<file path="config.mk">
export PLATFORM = sky130hd
export DESIGN_NAME = stretch_ctrl
export DESIGN_NICKNAME = d
export VERILOG_FILES = /design/src/rtl/stretch_ctrl_pkg.sv /design/src/rtl/sc_opdecode.sv /design/src/rtl/sc_cfgsel.sv /design/src/rtl/sc_stretch_cnt.sv /design/src/rtl/stretch_ctrl.sv
export SDC_FILE = /design/constraint.sdc
export NUM_CORES = 1
export LEC_CHECK = 0
export CORE_AREA = 2 2 39 41
export DETAILED_ROUTE_END_ITERATION = 10
export DIE_AREA = 0 0 41 43
export MAX_ROUTING_LAYER = met4
export PLACE_DENSITY = 0.79
export SLEW_MARGIN = 10
export SYNTH_ARGS = -nofsm -noshare
export SYNTH_HDL_FRONTEND = slang
export SYNTH_SLANG_ARGS = --single-unit
</file>
<file path="constraint.sdc">
create_clock -name clk -period 3.3 [get_ports clk]
set_input_delay 0.66 -clock clk [delete_from_list [all_inputs] [get_ports clk]]
set_output_delay 0.66 -clock clk [all_outputs]
set_load 0.1 [all_outputs]
</file>
<file path="src/rtl/stretch_ctrl_pkg.sv">
package stretch_ctrl_pkg;
  typedef enum logic {
    ST_RUN  = 1'b0,
    ST_HOLD = 1'b1
  } sc_state_e;
endpackage

</file>
<file path="src/rtl/sc_opdecode.sv">
module sc_opdecode #(
  parameter int OP_W  = 8,
  parameter int MAJ_W = 6,
  parameter logic [MAJ_W-1:0] EXT_MAJOR = 6'h3B,
  localparam int SET_W = OP_W - MAJ_W
) (
  input  logic             valid,
  input  logic [OP_W-1:0]  opcode,
  output logic             is_ext,
  output logic [SET_W-1:0] set_idx
);
  always_comb begin
    is_ext  = valid && (opcode[OP_W-1 -: MAJ_W] == EXT_MAJOR);
    set_idx = opcode[SET_W-1:0];
  end
endmodule

</file>
<file path="src/rtl/sc_cfgsel.sv">
module sc_cfgsel #(
  parameter int NSETS = 4,
  parameter int CNT_W = 4,
  parameter int SET_W = 2
) (
  input  logic [NSETS*CNT_W-1:0] cfg_flat,
  input  logic [SET_W-1:0]       sel,
  output logic [CNT_W-1:0]       cnt_out
);
  logic [CNT_W-1:0] cfg_arr [NSETS];

  for (genvar g = 0; g < NSETS; g++) begin : g_unpack
    assign cfg_arr[g] = cfg_flat[g*CNT_W +: CNT_W];
  end

  always_comb begin
    cnt_out = '0;
    for (int k = 0; k < NSETS; k++) begin
      if (sel == SET_W'(k)) cnt_out = cfg_arr[k];
    end
  end
endmodule

</file>
<file path="src/rtl/sc_stretch_cnt.sv">
module sc_stretch_cnt
  import stretch_ctrl_pkg::*;
#(
  parameter int CNT_W = 4
) (
  input  logic             clk,
  input  logic             rst,
  input  logic             start,
  input  logic [CNT_W-1:0] load_val,
  output logic             stall_q,
  output logic             clken_q,
  output logic [CNT_W-1:0] cnt
);
  sc_state_e state;

  always_ff @(posedge clk) begin
    if (rst) begin
      state   <= ST_RUN;
      cnt     <= '0;
      stall_q <= 1'b0;
      clken_q <= 1'b1;
    end else begin
      case (state)
        ST_RUN: begin
          if (start) begin
            state   <= ST_HOLD;
            cnt     <= load_val;
            stall_q <= 1'b1;
            clken_q <= 1'b0;
          end
        end
        ST_HOLD: begin
          if (cnt == '0) begin
            state   <= ST_RUN;
            stall_q <= 1'b0;
            clken_q <= 1'b1;
          end else begin
            cnt <= cnt - CNT_W'(1);
          end
        end
        default: state <= ST_RUN;
      endcase
    end
  end


  stall_clken_chk: assert property (@(posedge clk) disable iff (rst)
    stall_q != clken_q);


  hold_countdown_chk: assert property (@(posedge clk) disable iff (rst)
    (stall_q && cnt != '0) |=> (stall_q && cnt == $past(cnt) - CNT_W'(1)));


  hold_release_chk: assert property (@(posedge clk) disable iff (rst)
    (stall_q && cnt == '0) |=> !stall_q);
endmodule

</file>
<file path="src/rtl/stretch_ctrl.sv">
module stretch_ctrl #(
  parameter int OP_W  = 8,
  parameter int MAJ_W = 6,
  parameter logic [MAJ_W-1:0] EXT_MAJOR = 6'h3B,
  parameter int NSETS = 4,
  parameter int CNT_W = 4,
  localparam int SET_W = OP_W - MAJ_W,
  localparam int CFG_W = NSETS * CNT_W
) (
  input  logic            clk,
  input  logic            rst,
  input  logic            instr_valid,
  input  logic [OP_W-1:0] opcode,
  input  logic [CFG_W-1:0] stretch_cfg,
  output logic            stall,
  output logic            clk_en
);
  logic             is_ext;
  logic [SET_W-1:0] set_idx;
  logic [CNT_W-1:0] sel_cnt;
  logic [CNT_W-1:0] cnt;
  logic             start;

  sc_opdecode #(.OP_W(OP_W), .MAJ_W(MAJ_W), .EXT_MAJOR(EXT_MAJOR)) u_dec (
    .valid   (instr_valid),
    .opcode  (opcode),
    .is_ext  (is_ext),
    .set_idx (set_idx)
  );

  sc_cfgsel #(.NSETS(NSETS), .CNT_W(CNT_W), .SET_W(SET_W)) u_sel (
    .cfg_flat (stretch_cfg),
    .sel      (set_idx),
    .cnt_out  (sel_cnt)
  );

  assign start = is_ext && !stall;

  sc_stretch_cnt #(.CNT_W(CNT_W)) u_cnt (
    .clk      (clk),
    .rst      (rst),
    .start    (start),
    .load_val (sel_cnt),
    .stall_q  (stall),
    .clken_q  (clk_en),
    .cnt      (cnt)
  );


  base_no_stall_chk: assert property (@(posedge clk) disable iff (rst)
    (!stall && instr_valid && (opcode[OP_W-1 -: MAJ_W] != EXT_MAJOR)) |=> !stall);


  ext_stall_chk: assert property (@(posedge clk) disable iff (rst)
    (!stall && instr_valid && (opcode[OP_W-1 -: MAJ_W] == EXT_MAJOR)) |=> stall);


  cfg_capture_chk: assert property (@(posedge clk) disable iff (rst)
    start |=> (cnt == $past(stretch_cfg[opcode[SET_W-1:0]*CNT_W +: CNT_W])));


  idle_no_stall_chk: assert property (@(posedge clk) disable iff (rst)
    (!stall && !instr_valid) |=> !stall);


  reset_clear_chk: assert property (@(posedge clk)
    rst |=> (!stall && clk_en));
endmodule

</file>
* Yosys cells after proc, flatten, opt, wreduce, memory -nomap -nowiden
Cells that the tools add are included.
Storage, ports and cells: bits in registers 7, input port bits 27, output and inout bits 2, word-level logic and storage cells 36
Cells by class: add/subtract/negate cells 1, eq/ne operators 7, muxes and demuxes 16, bitwise logic cells 1, reduce and logical (&&, ||, !) cells 7
Operators with widths (count):
- $mux W4 | 6
- $pmux W4 S2 | 1
- $eq A6 B6 Y1 const B | 1
- $mux W1 | 6
- $ne A2 B2 Y1 const B | 3
- $pmux W1 S2 | 3
- $eq A2 B2 Y1 const B | 2
- $logic_not A4 Y1 | 1
- $reduce_and A2 Y1 | 2
- $sub A4 B1 Y4 const B | 1
- $eq A2 B1 Y1 const B | 1
- $logic_and A1 B1 Y1 | 2
- $logic_not A2 Y1 | 1
- $logic_not A1 Y1 | 1
- $not A1 Y1 | 1

* Logic depth before layout (Yosys ltp)
depth after elaboration 7, mapped depth 6, depth with buffers taken out 6

* Cells and area by module
A second synthesis with hierarchy kept.
Unflattened totals: cells, all modules 49, area, all modules 515.5 µm²
Modules (own cells, without submodules):
- sc_stretch_cnt | instances 1, cells an instance 39, area each 364.1 µm², seq. area each 140.1 µm²
- sc_cfgsel | instances 1, cells an instance 4, area each 105.1 µm², seq. area each 0.0 µm²
- sc_opdecode | instances 1, cells an instance 5, area each 32.5 µm², seq. area each 0.0 µm²
- stretch_ctrl | instances 1, cells an instance 1, area each 13.8 µm², seq. area each 0.0 µm²

* Worst setup path before layout
OpenSTA, ideal clock, no wires.
kind register to register, from register u_cnt.stall_q, to register u_cnt.cnt[3], setup time 118 ps, data arrival time 1673 ps, data required time 3182 ps, setup slack 1509 ps, cell stages (with the launch flop) 5, path buffers 0, clock period less this slack 1791 ps, cell sequence dfxtp_1 > and4bb_4 > nand3b_1 > mux2i_1 > nor3_2
Between the ends: longest elaborated chain between the ends 4
RTL lines:
- start, declared | RTL line sc_stretch_cnt.sv:10 | output logic stall_q,
- start signal, assigned | RTL line sc_stretch_cnt.sv:20 | stall_q <= 1'b0;
- start signal, assigned | RTL line sc_stretch_cnt.sv:28 | stall_q <= 1'b1;
- start signal, assigned | RTL line sc_stretch_cnt.sv:35 | stall_q <= 1'b0;
- $logic_not A1 Y1 | RTL line stretch_ctrl.sv:37 | assign start = is_ext && !stall;
- $logic_and A1 B1 Y1 | RTL line stretch_ctrl.sv:37
- $ne A2 B2 Y1 (no line)
- $reduce_and A2 Y1 (no line)
- end signal, assigned | RTL line sc_stretch_cnt.sv:27 | cnt <= load_val;
- end signal, assigned | RTL line sc_stretch_cnt.sv:38 | cnt <= cnt - CNT_W'(1);
- end, declared | RTL line sc_stretch_cnt.sv:12 | output logic [CNT_W-1:0] cnt
No other way between the ends. A chain may end at the register's enable or synchronous reset.

* Final worst setup path
from input opcode[0], to register u_cnt.cnt[3]
Between the ends: longest elaborated chain between the ends 7, elaborated cells between the ends (all ways) 10, those cells by class eq/ne: 3; mux: 6; reduce/logical: 1
RTL lines:
- start, declared | RTL line stretch_ctrl.sv:13 | input logic [OP_W-1:0] opcode,
- $logic_not A2 Y1 | RTL line sc_cfgsel.sv:19 | if (sel == SET_W'(k)) cnt_out = cfg_arr[k];
- $mux W4 (3 in a row) | RTL line sc_cfgsel.sv:19
- $mux W4 * | RTL line sc_cfgsel.sv:19
- $mux W4 * | RTL line sc_stretch_cnt.sv:25 | if (start) begin
- $pmux W4 S2 * | RTL line sc_stretch_cnt.sv:23 | case (state)
Mark *: on every way between the ends. The rest lies on a longest branch, timed or not. The select of a mux whose other input is x is not followed.

==> qor.csv <==
metric,value,unit
syn_area,492,um2
nets,106,
hold_viol_final,0,
stdcell_area,802,um2
power_density,264,nW/um2
tritoncts,done,
fillers,119,
period_needed,1880,ps
crit_path_end,u_cnt.cnt[3],
r2r-end,u_cnt.cnt[1],
seqCellArea,140,um2
leakagePower,0.000271,uW
vias,498,
skew,4.15,ps
ff2ff_path_depth,5,
grt_remaining_overflow,0,
clock-sinks,7,
rr_startpoint,u_cnt.cnt[0],
numCtsBuffers,3,
track_usage,15.1,%
yosysSeqAreaShare,28.5,%
routabilityCongestion,0.713,
io_pins,29,
cts-root-buf,clkbuf_4,
ys_ff_latch,7,
worst-r2r-setup-slack,1650,ps
grt_pass1_wl,1830,um
hold_path.class,reg -> reg,
syn2layout_area_growth,63.1,%
drc_errors,0,
clk_pin_slew_worst_paths,50,ps
grt_pass1_vias,482,
critPathLaunch,opcode[0],
initial_core_util,35.5,%
synth_nets,74,
die-area,1760,um2
synth_warnings,0,
fmax,0.532,GHz
setup_viol,0,
relSlewSlack,79.8,%
die_h,43,um
cp-start-kind,primary input,
fin_setup_tns,0,ps
final_max_slew_viol_count,0,
grt_max_degree,11,
hold_depth,2,
status,"complete, no violations",
critPathMaxFanout,4,
vias_per_cell,5.35,
post_drt_wl_per_cell,10.9,um
required,3430,ps
ir_drop,0.122,mV
drt-initial-drc-count,6,
clk_latency,250,ps
num_antenna_cells,0,
avgSynthCellArea,10.7,um2
crit_arrival,2010,ps
htree_num_levels,1,
hpwlAfterDp,902,um
rsz0062_at_grt,false,
drt_wl_total,1020,um
tightest_slew,302,ps
core_area,1380,um2
yosysUniqueCellTypes,23,
max-cap-violations,0,
synth_cells,46,
core.rowCount,14,
postCtsSetupRepairBufs,0,
dpl_cell_area,776,um2
min_from,u_cnt.stall_q,
firstDrtPassIters,2,
fin_crit_sh,57.0,%
ant_nets,0,
worstSetupPathType,in -> reg,
die_width,41,um
cts_hold_buf,0,
antenna_found_initial,0,
drive_gt1_share,22.1,%
numPortBuffers,28,
multi_input_area,329,um2
cts_buffer_depth,2,
critPathCaptureType,flop,
cts_resized,0,
==> through the flow <==
step,setup slack (ps),utilization (%),hold WS [ps],total power [uW],instances
2_1_floorplan,1510,-,532,103,46
3_3_place_gp,1170,56.1,460,136,89
3_5_place_dp,1140,56.1,466,137,89
4_1_cts,1400,58.0,473,214,93
5_1_grt,1370,58.0,504,220,93
6_report,1420,58.0,471,212,93
==> area by class of cell <==
cell class / count / area share [%]
sequential: 7 / 17.5
tap: 16 / 2.50
inverter: 3 / 1.40
multi-input combinational: 35 / 41.0
clock buffer: 4 / 3.28
timing repair buffer: 28 / 34.3
==> cells by family after synthesis <==
logic type	synth area share, %
xor gates and xnor gates	1.78
and+or+nand+nor	23.9
AOI/OAI and AO/OA	13.7
DFF	28.5
adders and majority gates	2.54
buffers and inverters	4.58
muxes	24.9
==> critical path, cell delays in order <==
cell,delay [ps]
clkdlybuf4s50_1,600
mux4_2,530
mux2i_1,170
nor3_2,60
==> worst min-delay path by stage <==
| stage | endpoint | slack [ps] |
|---|---|---|
| floorplan | u_cnt.cnt[0] | 530 |
| detailed placement | u_cnt.stall_q | 470 |
| CTS | u_cnt.stall_q | 470 |
| finish | u_cnt.stall_q | 470 |
| global route | u_cnt.stall_q | 500 |
| global placement | u_cnt.stall_q | 460 |
==> synthesized netlist by cell type <==
library cell	n	share of area (%)
a21o_1	1	1.5
a21oi_1	5	5.1
a221oi_1	3	5.3
and4_2	1	2.0
and4bb_4	1	3.3
buf_6	1	2.3
dfxtp_1	7	28
ha_1	1	2.5
inv_1	3	2.3
mux2_2	2	4.6
mux2i_1	1	2.0
mux4_2	4	18
nand2_1	4	3.1
nand2b_1	1	1.3
nand3_1	3	3.1
nand3b_1	1	1.5
nor2_1	1	0.76
nor3_2	1	2.0
nor3b_2	1	2.5
o21ai_2	1	1.8
or2b_1	1	1.5
or4b_4	1	2.8
xnor2_1	1	1.8
==> layer usage <==
metal,GRT usage (%),vias up,wire [um]
met1,19.5,234,412
li1,-,240,-
met5,-,-,0
met3,0,0,70
met4,8.00,0,0
met2,23.4,24,534
==> cell usage in the layout (no fill, tap or decap), types with 2 or more instances in the layout <==
| master | n |
|---|---|
| a21oi_1 | 5 |
| a221oi_1 | 3 |
| buf_4 | 2 |
| clkbuf_4 | 3 |
| clkdlybuf4s50_1 | 26 |
| dfxtp_1 | 7 |
| inv_1 | 3 |
| mux2_2 | 2 |
| mux4_2 | 4 |
| nand2_1 | 4 |
| nand3_1 | 3 |
==> sequential cells by signal (all words and copies together), names as in the netlist <==
register / flops
u_cnt.clken_q: 1
u_cnt.cnt: 4
u_cnt.stall_q: 1
u_cnt.state: 1
==> power breakdown <==
part | internal [uW] | total (uW) | switching (uW)
sequential | 85.2 | 85.8 | 0.550
combinational | 37.6 | 49.2 | 11.7
clock | 46.1 | 77.0 | 30.9
total | 169 | 212 | 43.1
Power figures use the tool's default switching activity.
